===== config.mk =====
export PLATFORM = sky130hd
export DESIGN_NAME = accum_ctrl
export DESIGN_NICKNAME = d
export VERILOG_FILES = /design/src/rtl/accum_ctrl_pkg.sv /design/src/rtl/accum_ctrl_sync.sv /design/src/rtl/accum_ctrl_next.sv /design/src/rtl/accum_ctrl_strobes.sv /design/src/rtl/accum_ctrl.sv
export SDC_FILE = /design/constraint.sdc
export NUM_CORES = 1
export LEC_CHECK = 0
export CELL_PAD_IN_SITES_DETAIL_PLACEMENT = 0
export CELL_PAD_IN_SITES_GLOBAL_PLACEMENT = 1
export CORE_AREA = 2 2 52 54
export CTS_CLUSTER_DIAMETER = 150
export DETAILED_ROUTE_END_ITERATION = 12
export DIE_AREA = 0 0 54 56
export DONT_BUFFER_PORTS = 1
export PLACE_DENSITY_LB_ADDON = 0.2
export REMOVE_ABC_BUFFERS = 1
export SETUP_SLACK_MARGIN = 0.2
export SYNTH_ARGS = -nofsm -noshare
export SYNTH_HDL_FRONTEND = slang
export SYNTH_SLANG_ARGS = --single-unit

===== constraint.sdc =====
create_clock -name clk -period 3.2 [get_ports clk]
set_input_delay 0.64 -clock clk [delete_from_list [all_inputs] [get_ports clk]]
set_output_delay 0.64 -clock clk [all_outputs]
set_load 0.01 [all_outputs]

===== src/rtl/accum_ctrl_pkg.sv =====
package accum_ctrl_pkg;

  localparam int STATE_W = 4;
  localparam int OP_W    = 2;

  typedef enum logic [STATE_W-1:0] {
    sRes  = 4'd0,
    sIf0  = 4'd1,
    sIf1  = 4'd2,
    sIf2  = 4'd3,
    sIf3  = 4'd4,
    sDec  = 4'd5,
    sLd0  = 4'd6,
    sLd1  = 4'd7,
    sLd2  = 4'd8,
    sSt0  = 4'd9,
    sSt1  = 4'd10,
    sAd0  = 4'd11,
    sAd1  = 4'd12,
    sAd2  = 4'd13,
    sBr0  = 4'd14,
    sBr1  = 4'd15
  } ctlState_e;

  localparam logic [OP_W-1:0] OP_LOAD  = 2'b00;
  localparam logic [OP_W-1:0] OP_STORE = 2'b01;
  localparam logic [OP_W-1:0] OP_ADD   = 2'b10;
  localparam logic [OP_W-1:0] OP_BRNEG = 2'b11;

  typedef struct packed {
    logic pcClear;
    logic pcInc;
    logic pcToMar;
    logic memReq;
    logic memRead;
    logic memToMbr;
    logic mbrToIr;
    logic mbrToAc;
    logic addToAc;
    logic irToMar;
    logic irToPc;
    logic acToMbr;
  } strobes_t;

endpackage


===== src/rtl/accum_ctrl_sync.sv =====
module accum_ctrl_sync #(
  parameter int WIDTH  = 2,
  parameter int STAGES = 1
) (
  input  logic             clk,
  input  logic [WIDTH-1:0] dIn,
  output logic [WIDTH-1:0] qOut
);

  logic [WIDTH-1:0] chain [STAGES];

  always_ff @(posedge clk) chain[0] <= dIn;

  for (genvar g = 1; g < STAGES; g++) begin : gStage
    always_ff @(posedge clk) chain[g] <= chain[g-1];
  end

  assign qOut = chain[STAGES-1];

endmodule


===== src/rtl/accum_ctrl_next.sv =====
module accum_ctrl_next
  import accum_ctrl_pkg::*;
(
  input  logic            clk,
  input  logic            rstSync,
  input  logic            waitSync,
  input  logic [OP_W-1:0] opcode,
  input  logic            acSign,
  output ctlState_e       stateNext
);

  ctlState_e stateQ;

  always_comb begin
    stateNext = stateQ;
    if (rstSync) begin
      stateNext = sRes;
    end else begin
      unique case (stateQ)
        sRes: stateNext = sIf0;
        sIf0: stateNext = sIf1;
        sIf1: stateNext = waitSync ? sIf2 : sIf1;
        sIf2: stateNext = waitSync ? sIf2 : sIf3;
        sIf3: stateNext = waitSync ? sDec : sIf3;
        sDec: begin
          unique case (opcode)
            OP_LOAD:  stateNext = sLd0;
            OP_STORE: stateNext = sSt0;
            OP_ADD:   stateNext = sAd0;
            default:  stateNext = sBr0;
          endcase
        end
        sLd0: stateNext = sLd1;
        sLd1: stateNext = waitSync ? sLd1 : sLd2;
        sLd2: stateNext = sIf0;
        sSt0: stateNext = sSt1;
        sSt1: stateNext = waitSync ? sSt1 : sIf0;
        sAd0: stateNext = sAd1;
        sAd1: stateNext = waitSync ? sAd1 : sAd2;
        sAd2: stateNext = sIf0;
        sBr0: stateNext = acSign ? sBr1 : sIf0;
        sBr1: stateNext = sIf0;
        default: stateNext = sRes;
      endcase
    end
  end

  always_ff @(posedge clk) stateQ <= stateNext;

endmodule


===== src/rtl/accum_ctrl_strobes.sv =====
module accum_ctrl_strobes
  import accum_ctrl_pkg::*;
(
  input  logic      clk,
  input  ctlState_e stateNext,
  output strobes_t  strobes
);

  function automatic strobes_t decodeState(input ctlState_e st);
    strobes_t s;
    s = '0;
    unique case (st)
      sRes: s.pcClear = 1'b1;
      sIf0: begin s.pcToMar = 1'b1; s.pcInc = 1'b1; end
      sIf1: begin s.memReq = 1'b1; s.memRead = 1'b1; end
      sIf2, sLd1, sAd1: begin
        s.memReq = 1'b1; s.memRead = 1'b1; s.memToMbr = 1'b1;
      end
      sIf3: s.mbrToIr = 1'b1;
      sLd0, sAd0: s.irToMar = 1'b1;
      sLd2: s.mbrToAc = 1'b1;
      sSt0: begin s.irToMar = 1'b1; s.acToMbr = 1'b1; end
      sSt1: s.memReq = 1'b1;
      sAd2: s.addToAc = 1'b1;
      sBr1: s.irToPc = 1'b1;
      default: s = '0;
    endcase
    return s;
  endfunction

  always_ff @(posedge clk) strobes <= decodeState(stateNext);

endmodule


===== src/rtl/accum_ctrl.sv =====
module accum_ctrl
  import accum_ctrl_pkg::*;
#(
  parameter int SYNC_STAGES = 1
) (
  input  logic            clk,
  input  logic            rstIn,
  input  logic            waitIn,
  input  logic [OP_W-1:0] opcode,
  input  logic            acSign,
  output logic            pcClear,
  output logic            pcInc,
  output logic            pcToMar,
  output logic            memReq,
  output logic            memRead,
  output logic            memToMbr,
  output logic            mbrToIr,
  output logic            mbrToAc,
  output logic            addToAc,
  output logic            irToMar,
  output logic            irToPc,
  output logic            acToMbr
);

  logic      rstSync;
  logic      waitSync;
  ctlState_e stateNext;
  strobes_t  strobes;

  accum_ctrl_sync #(.WIDTH(2), .STAGES(SYNC_STAGES)) uSync (
    .clk  (clk),
    .dIn  ({rstIn, waitIn}),
    .qOut ({rstSync, waitSync})
  );

  accum_ctrl_next uNext (
    .clk       (clk),
    .rstSync   (rstSync),
    .waitSync  (waitSync),
    .opcode    (opcode),
    .acSign    (acSign),
    .stateNext (stateNext)
  );

  accum_ctrl_strobes uStrobes (
    .clk       (clk),
    .stateNext (stateNext),
    .strobes   (strobes)
  );

  assign pcClear  = strobes.pcClear;
  assign pcInc    = strobes.pcInc;
  assign pcToMar  = strobes.pcToMar;
  assign memReq   = strobes.memReq;
  assign memRead  = strobes.memRead;
  assign memToMbr = strobes.memToMbr;
  assign mbrToIr  = strobes.mbrToIr;
  assign mbrToAc  = strobes.mbrToAc;
  assign addToAc  = strobes.addToAc;
  assign irToMar  = strobes.irToMar;
  assign irToPc   = strobes.irToPc;
  assign acToMbr  = strobes.acToMbr;

endmodule


==> results of run 1 <==
## metrics by stage
stage	cells	instance area, µm²	power, mW	setup WS (ps)	util
final	127	987	0.591	1040	0.406
after CTS	127	987	0.593	1030	0.406
after global routing	127	987	0.631	876	0.406
after floorplan	93	923	0.439	1140	-
after global placement	123	961	0.482	923	0.395
after detailed placement	123	961	0.480	984	0.395
## worst max-delay path by stage
stage                                  startpoint                     endpoint  slack (ps)  cells past startpoint
after floorplan                         opcode[0]  uStrobes.strobes[8]$_DFF_P_        1140                      7
after global placement                  opcode[0]  uStrobes.strobes[5]$_DFF_P_         920                      7
after detailed placement                opcode[1]  uStrobes.strobes[5]$_DFF_P_         980                      7
after CTS                 uNext.stateQ[3]$_DFF_P_  uStrobes.strobes[7]$_DFF_P_        1030                      5
after global routing      uNext.stateQ[3]$_DFF_P_  uStrobes.strobes[7]$_DFF_P_         880                      5
final                     uNext.stateQ[3]$_DFF_P_  uStrobes.strobes[7]$_DFF_P_        1040                      5
## synth_stat cells, drive strengths merged (2+ instances only)
library cell / n / area, µm²
o21ai: 6 / 37.5
o21a: 4 / 30.0
o31ai: 2 / 15.0
ha: 2 / 25.0
or3b: 2 / 20.0
nand3b: 2 / 15.0
inv: 5 / 21.3
and4bb: 2 / 25.0
a21o: 3 / 23.8
and3: 2 / 12.5
nor3b: 4 / 30.0
a21oi: 2 / 10.0
a211o: 3 / 35.0
nor2: 5 / 18.8
nor2b: 5 / 31.3
dfxtp: 17 / 340
or2: 2 / 12.5
nand3: 4 / 20.0
nand2: 4 / 15.0
buf: 5 / 48.8
nand2b: 3 / 18.8
nor3: 2 / 10.0
## power by group
group | leakage, nW | internal, mW | switching, mW
Clock | 0.0150 | 0.0485 | 0.0646
Sequential | 0.139 | 0.237 | 0.0532
Combinational | 0.202 | 0.0794 | 0.108
Total | 0.356 | 0.365 | 0.226
## final cells by class
class,count,share of cell area
multi-input combinational,71,0.569
clock buffer,4,0.0266
inverter,5,0.0215
sequential,17,0.345
tap,30,0.0380
## metal layers
layer  vias up  track usage  wire [µm]
li1        356            -          -
met1       324        0.198        935
met2        20        0.193        807
met3         0       0.0511        104
met4         0       0.0429          0
met5         -            0          0
## state kept, by name, indices dropped and copies added, names as in the netlist
| signal | cells |
|---|---|
| uSync.chain | 2 |
| uNext.stateQ | 4 |
| uStrobes.strobes | 11 |
## critical path: stages (launching register included)
cell and delay, ps:
dfxtp_1 740, or3b_1 400, a211o_1 330, o311ai_4 120, o31ai_1 130, a222oi_1 340
## logic make-up after synthesis
logic type | count (synthesis) | share of synthesized area
and+or+nand+nor | 40 | 0.279
AOI/OAI and AO/OA | 28 | 0.262
DFF | 17 | 0.349
buffers and inverters | 11 | 0.0756
adders and majority gates | 2 | 0.0256
xor gates and xnor gates | 1 | 0.00898
==> results.cfg, run 1 <==
[synth]
ys_async_sr_fraction = 0
synth_cell_types = 41
synth_area_um2 = 976
synthFlopType = dfxtp_1
synthCells = 99
yosysSeqAreaShare = 0.349
synth_edf_count = 0
avgSynthCellArea_um2 = 9.86
synth_warnings = 0
ys_ff_latch = 17

[finish]
final_common_cell = dfxtp_1
n_fill_cell = 255
layout_common_cells = dfxtp_1, nor2b_1, nor2_1
diodes = 0
drive_gt1_frac = 0.196
regArea_um2 = 340
area_delta_synth_final_pct = 1.15
nets = 106
multi_input_area_um2 = 562

[die]
fp.coreArea_mm2 = 0.00243
die_y_um = 56
dieArea_mm2 = 0.00302
ioPinCount = 18
initial_core_util = 0.401
rows = 18
die_x_um = 54

[global_routing]
grt_max_degree = 19
grt_pass1_wl_um = 3110
first_global_vias = 669
antenna_found_initial = 0
grt_use_total = 0.139
grt_overflow = 0

[timing]
max_slew_margin = 0.568
fin_skew_ps = 6.91
min_period_ps = 2160
tightestPinTransition_ps = 648
hold_viol_final = 0
period_share = 0.676
rsz0062_at_grt = no
finalSetupViolations = 0
fin_setup_tns_ps = 0
holdWs_ps = 364
fmax_mhz = 463
final_max_slew_viol_count = 0

[clock_network]
h-tree-depth = 1
clkTransAtPathRegs_ps = 100
cts_tree = built
cts_sinks = 17
cts_setup_buffers = 0
cts_resized = 0
clock-root-buffer = clkbuf_4
max-clock-path-buffers = 2
clk-insertion-delay-late_ps = 290
hold_buffers = 0
cts_made_buffers = 3

[critical_path]
r2r_slack_ps = 1040
end_kind = flip-flop
r2r_start = uNext.stateQ[3]$_DFF_P_
worstPathArrival_ps = 2350
path_class = reg2reg
critical_path.max_fanout = 17
r2r_cells = 5
required_ps = 3390
r2r-end = uStrobes.strobes[7]$_DFF_P_
start_kind = flip-flop

[min_path]
hold_path.class = in2reg
whs_path_depth = 0
hold_end = uSync.chain[0][1]$_DFF_P_
min_from = rstIn

[detailed_routing]
drc = 0
wl_per_cell_um = 14.5
dr.pass1.iters = 4
ant_nets = 0
drt_iter0_markers = 21
finalWirelength_um = 1850
vias_per_cell = 5.51
via_count = 700

[status]
status = finished clean

[power]
leakage_nw = 0.356
p_per_area_mw_per_mm2 = 599
ir_worst_vdd_uv = 303

[place]
place.gp.congestion = 0.767
io_buffers = 0
hpwl_um = 1280

[run]
maxCapViolCount = 0
No activity file was read; power rests on OpenSTA's default activity.
==> run 2, diff against run 1 <==
clock period = 2.2 ns   (was 3.2 ns; I/O delays follow)
==> results.cfg, run 2 (synthesized netlist as in run 1, its figures left out) <==
[status]
status = finished clean

[timing]
fmax_mhz = 535
max_slew_margin = 0.705
fin_setup_tns_ps = 0
hold_viol_final = 0
min_period_ps = 1870
holdWs_ps = 169
tightestPinTransition_ps = 441
final_max_slew_viol_count = 0
period_share = 0.850
rsz0062_at_grt = no
finalSetupViolations = 0
fin_skew_ps = 10.3

[finish]
final_common_cell = dfxtp_1
top_register = uStrobes.strobes
nets = 112
largest_reg_flops = 11
largest_registers = uStrobes.strobes x11, uNext.stateQ x4, uSync.chain x2
drive_gt1_frac = 0.291
diodes = 0
layout_common_cells = dfxtp_1, buf_4, nor2b_1, nor2_1
area_delta_synth_final_pct = 7.31

[detailed_routing]
ant_nets = 0
vias_per_cell = 5.44
drt_iter0_markers = 23
dr.pass1.iters = 4
drc = 0
wl_per_cell_um = 14.2
finalWirelength_um = 1890
via_count = 723

[clock_network]
cts_sinks = 17
max-clock-path-buffers = 2
hold_buffers = 0
clock-root-buffer = clkbuf_4
cts_made_buffers = 3
clk-insertion-delay-late_ps = 290
clkTransAtPathRegs_ps = 100
h-tree-depth = 1
cts_tree = built

[critical_path]
path_cells = inv_4 > or4b_4 > a31o_4 > a211o_4 > nor4_4
worstPathArrival_ps = 2070
max_stage_delay_ps = 540
path_class = reg2reg
required_ps = 2400
critical_path.max_fanout = 7
r2r_cells = 5
crit_family = simple AND/OR/NAND/NOR gates
critPathSlowestCell = or4b_4
end_kind = flip-flop
start_kind = flip-flop
worst-path-buf-inv = 1
critical_path_cell_count = 5

[global_routing]
grt_pass1_wl_um = 3180
first_global_vias = 700
grt_use_total = 0.140
antenna_found_initial = 0
grt_overflow = 0
grt_max_degree = 19

[die]
die_y_um = 56
ioPinCount = 18
dieArea_mm2 = 0.00302
fp.coreArea_mm2 = 0.00243
rows = 18
initial_core_util = 0.401
die_x_um = 54

[power]
leakage_nw = 0.388
p_per_area_mw_per_mm2 = 855
ir_worst_vdd_uv = 508

[place]
place.gp.congestion = 0.825
hpwl_um = 1390
io_buffers = 0

[run]
maxCapViolCount = 0

[min_path]
hold_path.class = in2reg
whs_path_depth = 0
[run 2: metrics by stage]
stage,area [µm²],power (mW),cells,setup slack [ps],utilization
4_1_cts,1030,0.893,133,220,0.424
3_5_place_dp,1010,0.726,129,157,0.414
2_1_floorplan,923,0.638,93,271,-
5_1_grt,1050,0.964,133,208,0.431
6_report,1050,0.896,133,330,0.431
3_3_place_gp,1010,0.727,129,135,0.414
[run 2: cell type report]
type / count / area, µm²
timing repair buffer: 6 / 45.0
fill: 250 / 1390
inverter: 5 / 21.3
multi-input combinational: 71 / 573
clock buffer: 4 / 26.3
sequential: 17 / 344
tap: 30 / 37.5
[run 2: worst paths after layout]
| kind | start | end | slack (ps) |
|---|---|---|---|
| worst max-delay path | uNext.stateQ[0]$_DFF_P_ | uStrobes.strobes[1]$_DFF_P_ | 330 |
| worst min-delay path | rstIn | uSync.chain[0][1]$_DFF_P_ | 170 |
| worst max register to register | uNext.stateQ[0]$_DFF_P_ | uStrobes.strobes[1]$_DFF_P_ | 330 |
| worst min register to register | uSync.chain[0][1]$_DFF_P_ | uStrobes.strobes[11]$_DFF_P_ | 470 |
[run 2: timing repair]
| action | 4_1_cts | 5_1_grt |
|---|---|---|
| gates resized for setup | 0 | 5 |
| setup endpoints to repair | 0 | 8 |
| buffers inserted | 0 | 0 |
[run 2: routing by layer]
| layer | vias up | GRT usage | share of wire |
|---|---|---|---|
| li1 | 369 | - | - |
| met1 | 333 | 0.207 | 0.51 |
| met2 | 21 | 0.199 | 0.44 |
| met3 | 0 | 0.0565 | 0.053 |
| met4 | 0 | 0.0107 | 0 |
| met5 | - | 0 | 0 |
[run 2: report_power, final]
part           leakage, nW  switching, mW  internal [mW]  total [mW]
sequential           0.140         0.0606          0.348       0.409
combinational        0.232          0.183          0.141       0.324
clock               0.0150         0.0926         0.0704       0.163
total                0.388          0.336          0.560       0.896
==> run 3, diff against run 2 <==
ABC_AREA = 1   (was default)
CORE_AREA = 2 2 50 52   (was 2 2 52 54)
DIE_AREA = 0 0 52 54   (was 0 0 54 56)
clock period = 1.76 ns   (was 2.2 ns; I/O delays follow)
==> results.cfg, run 3 <==
[synth]
ys_async_sr_fraction = 0
yosys.area.top_type = dfxtp_1
synthTopCellsByArea = dfxtp_1, nand2_1, nand3_1
ys_ff_latch = 17
synth.most_common_cell = nand2_1
avgSynthCellArea_um2 = 7.19
synthTopCellsByCount = nand2_1, dfxtp_1, nor2_1
synth_edf_count = 0
yosysSeqAreaShare = 0.367
synth_top_area_frac = 0.367
synthFlopType = dfxtp_1
synth_area_um2 = 927
synth_warnings = 0
synth_cell_types = 20
synthCells = 129

[die]
initial_core_util = 0.400
die_x_um = 52
rows = 18
dieArea_mm2 = 0.00281
fp.coreArea_mm2 = 0.00232
ioPinCount = 18
die_y_um = 54

[status]
status = finished clean

[min_path]
hold_end = uSync.chain[0][1]$_DFF_P_
hold_path.class = in2reg
whs_path_depth = 0
min_from = rstIn

[finish]
n_fill_cell = 247
regArea_um2 = 354
final_common_cell = nand2_1
drive_gt1_frac = 0.313
diodes = 0
largest_reg_flops = 11
top_register = uStrobes.strobes
layout_common_cells = nand2_1, inv_1, nor2_1
largest_registers = uStrobes.strobes x11, uNext.stateQ x4, uSync.chain x2
nets = 140
final_area_mm2 = 0.00100
multi_input_area_um2 = 507
area_delta_synth_final_pct = 8.37

[clock_network]
h-tree-depth = 1
max-clock-path-buffers = 2
cts_sinks = 17
clk-insertion-delay-late_ps = 290
clkTransAtPathRegs_ps = 90
cts_made_buffers = 3
cts_tree = built
clock-root-buffer = clkbuf_4

[detailed_routing]
vias_per_cell = 4.71
drt_iter0_markers = 13
dr.pass1.iters = 4
finalWirelength_um = 1770
drc = 0
ant_nets = 0
wl_per_cell_um = 11.0
via_count = 759

[timing]
fin_setup_tns_ps = 0
rsz0062_at_grt = no
holdWs_ps = 75.9
tightestPinTransition_ps = 283
final_max_slew_viol_count = 0
min_period_ps = 1430
fin_skew_ps = 5.89
max_slew_margin = 0.811
period_share = 0.814
fmax_mhz = 698
finalSetupViolations = 0
hold_viol_final = 0

[global_routing]
grt_max_degree = 11
grt_pass1_wl_um = 2890
grt_use_total = 0.143
first_global_vias = 721
antenna_found_initial = 0
globalRouteMet1Util = 0.150
top_usage_layer = met2
grt_use_met3 = 0.0250
use_met2 = 0.264
grt_overflow = 0

[power]
ir_worst_vdd_uv = 588
p_int_mw = 0.687
p_sw_frac = 0.423
p_per_area_mw_per_mm2 = 1180
seq_power_share = 0.462
p_sw_mw = 0.503
leakage_nw = 0.526
clockPowerShare = 0.170
p_comb_frac = 0.368

[critical_path]
r2r_start = uNext.stateQ[2]$_DFF_P_
path_class = reg2reg
worstPathArrival_ps = 1670
critical_path.max_fanout = 6
required_ps = 1990
r2r-end = uStrobes.strobes[7]$_DFF_P_
start_kind = flip-flop
end_kind = flip-flop
r2r_slack_ps = 330
r2r_cells = 11
cp-startpoint = uNext.stateQ[2]$_DFF_P_

[place]
io_buffers = 0
place.gp.congestion = 0.773
hpwl_um = 1400
dpl_cell_area_um2 = 953

[run]
maxCapViolCount = 0
## run 3: changes by cell type in the layout (fill, tap and decap cells not counted), moves of 5 or more
cell and delta:
buf_4 -6, inv_1 +10, inv_2 +7, nand2_1 +27
nand2_2 +5, nand3_1 +8, nor2_1 +9, nor2_2 +5
nor2_4 +5, nor2b_1 -5
## run 3: how the worst max path moves through the flow
stage / depth (start not counted) / to
finish: 11 / uStrobes.strobes[7]$_DFF_P_
global route: 11 / uStrobes.strobes[7]$_DFF_P_
CTS: 9 / uStrobes.strobes[8]$_DFF_P_
detailed placement: 10 / uStrobes.strobes[7]$_DFF_P_
global placement: 10 / uStrobes.strobes[7]$_DFF_P_
floorplan: 10 / uStrobes.strobes[7]$_DFF_P_
## run 3: area by class of cell
class,count,area share
Clock inverter,1,0.00498
Inverter,21,0.0785
Tap cell,30,0.0374
Sequential cell,17,0.352
Multi-Input combinational cell,89,0.504
Clock buffer,3,0.0224
## run 3: power by group through the flow
stage / sequential [mW] / clock [mW] / combinational (mW)
after floorplan: 0.535 / 0 / 0.355
after global placement: 0.546 / 0 / 0.432
after detailed placement: 0.547 / 0 / 0.425
after CTS: 0.538 / 0.213 / 0.426
after global routing: 0.564 / 0.218 / 0.503
final: 0.550 / 0.202 / 0.438
## run 3: routing by layer
layer / wire (µm) / vias up
li1: - / 401
met1: 749 / 333
met2: 891 / 20
met3: 78 / 5
met4: 48 / 0
met5: 0 / -
## run 3: cells by family after synthesis
group,synth area share
buffers and inverters,0.0972
and+or+nand+nor,0.498
adders and majority gates,0.0270
AOI/OAI and AO/OA,0.0108
DFF,0.367
## run 3: stage by stage
step / total power [mW] / utilization / setup WS (ps) / std cells
finish: 1.19 / 0.433 / 328 / 161
global route: 1.28 / 0.433 / 200 / 161
global placement: 0.978 / 0.411 / 210 / 157
detailed placement: 0.973 / 0.411 / 219 / 157
floorplan: 0.890 / - / 363 / 127
CTS: 1.18 / 0.423 / 249 / 161
## run 3: timing repair
action                     4_1_cts  5_1_grt
setup endpoints to repair        0       10
hold buffers                     0        0
setup buffers                    0        0
gates resized for setup          0       12
## run 3: critical path, cell delays in order (launching register included)
cell and delay (ps):
dfxtp_4 370, inv_1 110, nand2_1 60, inv_1 110, nand2_1 80, nand3_2 130
inv_2 60, nand2_4 80, nand2_4 80, nor2_4 120, nand3_2 100, nand3_1 80
